[config.mk]
export PLATFORM = sky130hd
export DESIGN_NAME = clkpwr_unit
export DESIGN_NICKNAME = d
export VERILOG_FILES = /design/src/rtl/clkpwr_pkg.sv /design/src/rtl/clkpwr_ctl.sv /design/src/rtl/clkpwr_dp.sv /design/src/rtl/clkpwr_unit.sv
export SDC_FILE = /design/constraint.sdc
export NUM_CORES = 1
export LEC_CHECK = 0
export ABC_AREA = 1
export CAP_MARGIN = 15
export CORE_MARGIN = 5
export CORE_UTILIZATION = 37
export DETAILED_ROUTE_END_ITERATION = 7
export DONT_BUFFER_PORTS = 1
export PLACE_DENSITY = 0.47
export REMOVE_ABC_BUFFERS = 1
export SLEW_MARGIN = 10
export SYNTH_ARGS = -nofsm -noshare
export SYNTH_HDL_FRONTEND = slang
export SYNTH_SLANG_ARGS = --single-unit
[constraint.sdc]
create_clock -name clk -period 4.35 [get_ports clk]
set_input_delay 0.435 -clock clk [delete_from_list [all_inputs] [get_ports clk]]
set_output_delay 0.435 -clock clk [all_outputs]
set_load 0.005 [all_outputs]
[src/rtl/clkpwr_pkg.sv]
`timescale 1ns/1ps
package clkpwr_pkg;
  localparam int CD_W = 3;

  typedef struct packed {
    logic            pwrWr;
    logic            ackWr;
    logic            rdPwr;
    logic            rdStat;
    logic [CD_W-1:0] newCd;
    logic            newMeterOff;
    logic            newCoreOff;
  } ctlStrb_t;
endpackage

[src/rtl/clkpwr_ctl.sv]
`timescale 1ns/1ps
module clkpwr_ctl
  import clkpwr_pkg::*;
#(
  parameter int          ADDR_W    = 8,
  parameter logic [7:0]  KEY_ADDR  = 8'hC1,
  parameter logic [7:0]  PWR_ADDR  = 8'hC5,
  parameter logic [7:0]  STAT_ADDR = 8'hF4,
  parameter logic [7:0]  ACK_ADDR  = 8'hD8,
  parameter logic [7:0]  PWR_KEY   = 8'hA7
) (
  input  logic              clk,
  input  logic              rstN,
  input  logic              sfrWrEn,
  input  logic [ADDR_W-1:0] sfrAddr,
  input  logic [7:0]        sfrWrData,
  output ctlStrb_t          strb
);
  logic armed;
  logic rsvdUnused;

  assign rsvdUnused = ^{sfrWrData[5], sfrWrData[3]};

  // Unlock lives for exactly one following write of any kind
  always_ff @(posedge clk or negedge rstN) begin
    if (!rstN)        armed <= 1'b0;
    else if (sfrWrEn) armed <= (sfrAddr == ADDR_W'(KEY_ADDR)) && (sfrWrData == PWR_KEY);
  end

  always_comb begin
    strb             = '0;
    strb.pwrWr       = sfrWrEn && (sfrAddr == ADDR_W'(PWR_ADDR)) && armed;
    strb.ackWr       = sfrWrEn && (sfrAddr == ADDR_W'(ACK_ADDR)) && sfrWrData[7];
    strb.rdPwr       = (sfrAddr == ADDR_W'(PWR_ADDR));
    strb.rdStat      = (sfrAddr == ADDR_W'(STAT_ADDR));
    strb.newCd       = sfrWrData[CD_W-1:0];
    strb.newMeterOff = sfrWrData[6];
    strb.newCoreOff  = sfrWrData[4];
  end

  // a consumed unlock never survives the write that used it
  a_r3_unlock_single_use: assert property (@(posedge clk) disable iff (!rstN)
    strb.pwrWr |=> !armed);

  // any key byte other than the power key leaves the register locked
  a_r4_wrong_key_locks: assert property (@(posedge clk) disable iff (!rstN)
    (sfrWrEn && sfrAddr == ADDR_W'(KEY_ADDR) && sfrWrData != PWR_KEY) |=> !armed);
endmodule

[src/rtl/clkpwr_dp.sv]
`timescale 1ns/1ps
module clkpwr_dp
  import clkpwr_pkg::*;
#(
  parameter logic [CD_W-1:0] CD_RESET  = 3'd2,
  parameter int              METER_DIV = 5,
  parameter int              RST_HOLD  = 4
) (
  input  logic            clk,
  input  logic            rstN,
  input  ctlStrb_t        strb,
  input  logic            pllLocked,
  output logic [7:0]      rdData,
  output logic            coreClkEn,
  output logic            meterClkEn,
  output logic            coreOff,
  output logic            meterOff,
  output logic            resetReq,
  output logic [CD_W-1:0] activeCd
);
  localparam int CORE_CNT_W  = (1 << CD_W) - 1;
  localparam int METER_CNT_W = $clog2(METER_DIV);
  localparam int RST_CNT_W   = $clog2(RST_HOLD + 1);

  logic [CD_W-1:0]        pendCd;
  logic                   meterOffQ, coreOffQ;
  logic [CORE_CNT_W-1:0]  coreCnt;
  logic [CORE_CNT_W:0]    periodFull;
  logic [CORE_CNT_W-1:0]  coreReload;
  logic [METER_CNT_W-1:0] meterCnt;
  logic [RST_CNT_W-1:0]   rstCnt;
  logic                   lockPrev, pllFault, lossDet;

  // Power-control fields
  always_ff @(posedge clk or negedge rstN) begin
    if (!rstN) begin
      pendCd    <= CD_RESET;
      meterOffQ <= 1'b0;
      coreOffQ  <= 1'b0;
    end else if (strb.pwrWr) begin
      pendCd    <= strb.newCd;
      meterOffQ <= strb.newMeterOff;
      coreOffQ  <= strb.newCoreOff;
    end
  end

  // Core divider: down counter, new exponent loaded only at a period end
  assign periodFull = (CORE_CNT_W+1)'(1) << pendCd;
  assign coreReload = CORE_CNT_W'(periodFull - 1'b1);
  assign coreClkEn  = (coreCnt == '0);

  always_ff @(posedge clk or negedge rstN) begin
    if (!rstN) begin
      coreCnt  <= '0;
      activeCd <= CD_RESET;
    end else if (coreClkEn) begin
      coreCnt  <= coreReload;
      activeCd <= pendCd;
    end else begin
      coreCnt  <= coreCnt - 1'b1;
    end
  end

  // Metering divider: fixed modulus, independent of the exponent
  assign meterClkEn = (meterCnt == '0);

  always_ff @(posedge clk or negedge rstN) begin
    if (!rstN)                                         meterCnt <= '0;
    else if (meterCnt == METER_CNT_W'(METER_DIV - 1))  meterCnt <= '0;
    else                                               meterCnt <= meterCnt + 1'b1;
  end

  // Lock loss: reset pulse and sticky fault
  assign lossDet  = lockPrev && !pllLocked;
  assign resetReq = (rstCnt != '0);

  always_ff @(posedge clk or negedge rstN) begin
    if (!rstN) begin
      lockPrev <= 1'b0;
      rstCnt   <= '0;
      pllFault <= 1'b0;
    end else begin
      lockPrev <= pllLocked;
      if (lossDet)       rstCnt <= RST_CNT_W'(RST_HOLD);
      else if (resetReq) rstCnt <= rstCnt - 1'b1;
      if (lossDet)          pllFault <= 1'b1;
      else if (strb.ackWr)  pllFault <= 1'b0;
    end
  end

  // Readback with fixed reserved levels
  always_comb begin
    rdData = 8'h00;
    if (strb.rdPwr)       rdData = {1'b1, meterOffQ, 1'b0, coreOffQ, 1'b0, pendCd};
    else if (strb.rdStat) rdData = {3'b000, pllFault, 4'b0000};
  end

  assign coreOff  = coreOffQ;
  assign meterOff = meterOffQ;

  // stored exponent moves only on an unlocked power-register write
  a_r2_cd_needs_unlock: assert property (@(posedge clk) disable iff (!rstN)
    !$stable(pendCd) |-> $past(strb.pwrWr));

  // the exponent in use changes only right after a period end
  a_r6_switch_at_boundary: assert property (@(posedge clk) disable iff (!rstN)
    !$stable(activeCd) |-> $past(coreClkEn));

  // for any exponent above zero, enable pulses are single cycles
  a_r5_core_pulse_single: assert property (@(posedge clk) disable iff (!rstN)
    (coreClkEn && pendCd != '0) |=> !coreClkEn);

  // metering enable never lasts two cycles
  a_r7_meter_pulse_single: assert property (@(posedge clk) disable iff (!rstN)
    meterClkEn |=> !meterClkEn);

  // lock loss raises reset and fault in the next cycle
  a_r9_loss_resets: assert property (@(posedge clk) disable iff (!rstN)
    (lockPrev && !pllLocked) |=> (resetReq && pllFault));

  // the fault only clears after an acknowledge
  a_r10_fault_sticky: assert property (@(posedge clk) disable iff (!rstN)
    $fell(pllFault) |-> $past(strb.ackWr));
endmodule

[src/rtl/clkpwr_unit.sv]
`timescale 1ns/1ps
module clkpwr_unit
  import clkpwr_pkg::*;
#(
  parameter int         ADDR_W    = 8,
  parameter logic [7:0] KEY_ADDR  = 8'hC1,
  parameter logic [7:0] PWR_ADDR  = 8'hC5,
  parameter logic [7:0] STAT_ADDR = 8'hF4,
  parameter logic [7:0] ACK_ADDR  = 8'hD8,
  parameter logic [7:0] PWR_KEY   = 8'hA7,
  parameter int         METER_DIV = 5,
  parameter int         RST_HOLD  = 4
) (
  input  logic              clk,
  input  logic              rstN,
  input  logic              sfrWrEn,
  input  logic [ADDR_W-1:0] sfrAddr,
  input  logic [7:0]        sfrWrData,
  output logic [7:0]        sfrRdData,
  input  logic              pllLocked,
  output logic              coreClkEn,
  output logic              meterClkEn,
  output logic              coreOff,
  output logic              meterOff,
  output logic              resetReq,
  output logic [2:0]        activeCd
);
  ctlStrb_t strb;

  clkpwr_ctl #(
    .ADDR_W(ADDR_W), .KEY_ADDR(KEY_ADDR), .PWR_ADDR(PWR_ADDR),
    .STAT_ADDR(STAT_ADDR), .ACK_ADDR(ACK_ADDR), .PWR_KEY(PWR_KEY)
  ) u_ctl (
    .clk(clk), .rstN(rstN), .sfrWrEn(sfrWrEn), .sfrAddr(sfrAddr),
    .sfrWrData(sfrWrData), .strb(strb)
  );

  clkpwr_dp #(
    .CD_RESET(3'd2), .METER_DIV(METER_DIV), .RST_HOLD(RST_HOLD)
  ) u_dp (
    .clk(clk), .rstN(rstN), .strb(strb), .pllLocked(pllLocked),
    .rdData(sfrRdData), .coreClkEn(coreClkEn), .meterClkEn(meterClkEn),
    .coreOff(coreOff), .meterOff(meterOff), .resetReq(resetReq),
    .activeCd(activeCd)
  );
endmodule

# Word-level counts from Yosys, hierarchy flattened
# Cells that the tools add are included.
# W data, S select, Z words.
dict set report word_totals {
  latchBits 0
  mem_bits_rw 0
  rom_bits 0
  memories 0
  word_cells 41
  reg_bits 24
  output_inout_bits 16
  in_bits 20
}
dict set report op_classes {
  n_div 0
  n_addsub 4
  reduce_logical 12
  n_lt_le_gt_ge 0
  multipliers 0
  n_mux 8
  bitwise 0
  n_eq_ne 6
  shift 1
}
# operator n
set op_table {}
lappend op_table {{$eq A8 B8 Y1 const B} 5}
lappend op_table {{$sub A7 B1 Y7 const B} 2}
lappend op_table {{$mux W3} 3}
lappend op_table {{$mux W8} 1}
lappend op_table {{$logic_not A7 Y1} 1}
lappend op_table {{$mux W7} 1}
lappend op_table {{$shl A1 B3 Y7 const A} 1}
lappend op_table {{$logic_and A1 B1 Y1} 6}
lappend op_table {{$mux W5} 1}
lappend op_table {{$reduce_bool A2 Y1} 2}
lappend op_table {{$add A3 B1 Y3 const B} 1}
lappend op_table {{$eq A3 B3 Y1 const B} 1}
lappend op_table {{$logic_not A3 Y1} 1}
lappend op_table {{$reduce_bool A3 Y1} 1}
lappend op_table {{$sub A3 B1 Y3 const B} 1}
lappend op_table {{$mux W1} 2}
lappend op_table {{$logic_not A1 Y1} 1}

# Depth between registers and ports, before layout
dict set report depth {
  depth_word 5
  depth_mapped 12
  depth_no_buf 12
}

# Hierarchy
# From an unflattened synthesis, not the netlist that was laid out.
dict set report hier_totals {
  hier_cells 193
  hier_area_um2 1478.9
}
# module instances area_per_inst_um2 seq_area_each_um2 cells_each
set by_module_without_submodules {}
lappend by_module_without_submodules {clkpwr_dp 1 1261.2 578.1 151}
lappend by_module_without_submodules {clkpwr_ctl 1 217.7 25.0 42}

# Least setup slack after synthesis
# Ideal clock, no wire load.
dict set report synth_path {
  kind {reg-to-reg}
  start {reg u_dp.pendCd[1]}
  end {reg u_dp.coreCnt[6]}
  stages_incl_launch_ff 11
  period_less_slack_ns 1.714
  arrival_ns 1.597
  required_time_ns 4.233
  path_buffers 0
  setup_time_ns 0.117
  setup_slack_ns 2.636
  cell_sequence {dfstp_2 inv_1 nand2_1 nor2_1 a21oi_1 ha_1 nand3_1 nor2_1 nand2_1 nand2_1 nand2_1}
}
dict set report synth_via {
  elab_chain_len 3
}
# item line_no
set synth_rtl {}
lappend synth_rtl {{from (decl)} clkpwr_dp.sv:25} ;# logic [CD_W-1:0] pendCd;
lappend synth_rtl {{from (signal assigned)} clkpwr_dp.sv:41} ;# pendCd <= strb.newCd;
lappend synth_rtl {{$shl A1 B3 Y7} clkpwr_dp.sv:48} ;# assign periodFull = (CORE_CNT_W+1)'(1) << pendCd;
lappend synth_rtl {{$sub A7 B1 Y7} clkpwr_dp.sv:49} ;# assign coreReload = CORE_CNT_W'(periodFull - 1'b1);
lappend synth_rtl {{$mux W7} clkpwr_dp.sv:56} ;# end else if (coreClkEn) begin
lappend synth_rtl {{to (signal assigned)} clkpwr_dp.sv:57} ;# coreCnt <= coreReload;
lappend synth_rtl {{to (signal assigned)} clkpwr_dp.sv:60} ;# coreCnt <= coreCnt - 1'b1;
lappend synth_rtl {{to (decl)} clkpwr_dp.sv:27} ;# logic [CORE_CNT_W-1:0] coreCnt;
# No other way between the ends.
# A chain may end at the register's enable or synchronous reset.

# Worst setup path in the final report
# Ends and elaborated chain as after synthesis.

==> results by group <==
Run status
  – Status: finished clean

STA
  – Final Max Slew Viols: 0
  – Final period util: 0.450
  – Final min period: 1.96 ns
  – Max Freq: 510 MHz
  – RSZ-0062 raised after global routing: no
  – Final Hold Vio Count: 0
  – Final TNS setup: 0 ns
  – # setup viols final: 0
  – Worst setup margin: 2.39 ns
  – Clock Skew: 0.00403 ns

Final layout
  – Fraction of layout instances using a drive strength above 1: 0.0663
  – Final core occ: 0.414
  – Final #Nets: 207
  – N_diodes: 0
  – Most frequent cells in the layout: 46 x nand2_1, 34 x inv_1, 22 x nor2_1, 22 x dfrtp_1, 8 x o21ai_0
  – Most common cell after layout, fill and taps aside: nand2_1
  – Fill cells: 381
  – Layout area overhead: 10.2%

Die
  – Core area: 3610 sq um
  – Ports: 36
  – Die width: 70.5 um
  – Initial core utilization: 0.376
  – Full die area: 4970 sq um
  – Row count: 22
  – Die Height: 70.5 um

GRT
  – Global routing usage on met2: 0.187
  – Grt ovf: 0
  – GRT Total Usage: 0.114
  – Vias in the first global route: 1111
  – Initial antenna violation count: 0
  – Pin count of the biggest net entering global routing: 25
  – GR Util met1: 0.143
  – Met3 GRT Util: 0.0302
  – GR peak layer: met2
  – First-pass GRT wire length: 4.69 mm

Critical path
  – Crit path top cell by count: nand2_1
  – Slowest cell on the critical path: dfstp_2
  – CP Cell Sequence: inv_1, nand2_1, nor2_1, a21oi_1, ha_1, nand3_1, nor2_1, nand2_1, nand2_1, nand2_1
  – Critical Path Max Stage Delay: 0.55 ns
  – R2r setup slk: 2.39 ns
  – Worst EP required: 4.51 ns
  – WS Path Type: reg2reg
  – Reg-to-reg startpoint: u_dp.pendCd[1]
  – Startpoint Class: flip-flop
  – Crit path max fanout: 5
  – R2R depth: 10
  – R2R Path End: u_dp.coreCnt[6]
  – Worst EP arrival: 2.12 ns
  – Critical Path Sink Type: flip-flop

Job
  – Max cap viols: 0

Route
  – Via count: 1071
  – Vias per cell: 4.68
  – DR WL/cell: 11.7 um
  – DRC Markers: 0
  – Routed Antenna Nets: 0
  – Total wire length: 2.68 mm
  – Drt pass-1 iters: 4
  – Starting DRC count in detailed routing: 42

Synth
  – Post-Syn Area: 1360 sq um
  – Leading area contributor after synthesis: dfrtp_1
  – Sequential element share of the synthesized area: 0.445
  – Yosys warnings: 0
  – Distinct cells, synth: 27
  – Average size of a mapped cell: 7.61 sq um
  – Cell count after synthesis: 178
  – Seq cells post-synth: 24
  – Top cell type's share of synthesized area: 0.406
  – Area contributors post-synth: dfrtp_1 41%, nand2_1 13%, inv_1 9.4%

Worst hold path
  – Hold path endpoint: u_dp.lockPrev
  – Worst min path class: in2reg
  – Worst hold start: pllLocked
  – Hold-critical path depth: 0

Clocking
  – Clk sinks: 24
  – Post-CTS Setup Repair Bufs: 0
  – Hold Buf Count CTS: 2
  – Clock Path Buffers: 2
  – Clk Latency, worst-skew pair: 0.27 ns
  – Clk root buf: clkbuf_8
  – Htree depth: 1
  – CTS tree: done
  – CTS buffer count: 3
  – Post_cts resized: 0
  – Clock transition at path regs: 0.09 ns

Placement
  – DP HPWL: 2.12 mm
  – RePlAce Congestion: 0.771
  – Setup WS pre-CTS: 2.43 ns
  – Port Buffer Count: 0

Power
  – Leakage: 0.741 nW
  – VDD IR max: 0.000116 V
  – PwrDens: 485 nW/um^2
[worst max path at each step]
stage	from	to	slack, ns	depth (start not counted)
floorplan	u_dp.pendCd[1]	u_dp.coreCnt[6]	2.63	10
global placement	u_dp.pendCd[1]	u_dp.coreCnt[6]	2.51	10
detailed placement	u_dp.pendCd[1]	u_dp.coreCnt[6]	2.43	10
CTS	u_dp.pendCd[1]	u_dp.coreCnt[6]	2.39	10
global route	u_dp.pendCd[1]	u_dp.coreCnt[6]	2.23	10
finish	u_dp.pendCd[1]	u_dp.coreCnt[6]	2.39	10
[cell type report]
class	count	area [sq um]	area share
clock buffers	3	41.3	0.0277
clock inverters	1	30.0	0.0201
inverters	34	128	0.0855
multi-input cells	117	601	0.402
flip-flops and latches	24	603	0.404
well taps	48	60.1	0.0402
repair buffers	2	30.0	0.0201
[routing by layer]
metal | vias up | wire length (um) | part of all wire
li1 | 549 | - | -
met1 | 491 | 1250 | 0.46
met2 | 29 | 1250 | 0.47
met3 | 2 | 171 | 0.064
met4 | 0 | 17 | 0.0063
met5 | - | 0 | 0
[through the flow]
step,instances,cell area [sq um],power (mW),hold slack (ns)
after CTS,229,1490,0.738,0.174
after floorplan,175,1330,0.480,0.139
after global placement,223,1390,0.522,0.140
final,229,1490,0.724,0.188
after detailed placement,223,1390,0.527,0.141
after global routing,229,1490,0.784,0.171
[cells in the mapped netlist, drive strengths merged]
| master | number |
|---|---|
| nor2 | 23 |
| a21oi | 3 |
| or2 | 2 |
| ha | 5 |
| nand2 | 46 |
| xor2 | 2 |
| nand4 | 2 |
| o21ai | 13 |
| o41ai | 1 |
| buf | 4 |
| dfrtp | 22 |
| nor4b | 1 |
| nor4 | 1 |
| conb | 1 |
| nor3 | 4 |
| xnor2 | 1 |
| nand3 | 8 |
| inv | 34 |
| dfstp | 2 |
| nand3b | 2 |
| o21bai | 1 |
[cell families after synthesis]
| family | Yosys count | synth area share |
|---|---|---|
| and+or+nand+nor | 89 | 0.301 |
| buffers and inverters | 38 | 0.114 |
| DFF | 24 | 0.445 |
| AOI/OAI and AO/OA | 18 | 0.0711 |
| adders and majority gates | 5 | 0.0462 |
| xor gates and xnor gates | 3 | 0.0194 |
| other | 1 | 0.00277 |
[sequential cells by signal, indices dropped and copies added, names as in the netlist]
signal,count
u_dp.meterOff,1
u_dp.coreOff,1
u_dp.coreCnt,7
u_dp.pllFault,1
u_dp.lockPrev,1
u_ctl.armed,1
u_dp.meterCnt,3
u_dp.activeCd,3
u_dp.pendCd,3
u_dp.rstCnt,3
[worst max-delay path, delay by kind of cell, from the launching register on]
kind,cells,cell delay (ns)
AO/OA/AOI/OAI,1,0.35
adder cells (fa/ha/maj),1,0.26
buffers and inverters,1,0.08
flip-flops,1,0.55
AND/OR/NAND/NOR,7,0.62
[power by group]
group          internal [mW]  leakage (nW)  switching, mW  total (mW)
logic                 0.0834         0.409          0.146       0.230
registers              0.272         0.296         0.0259       0.298
clock network          0.123        0.0357         0.0735       0.196
No activity file was read; power rests on OpenSTA's default activity.
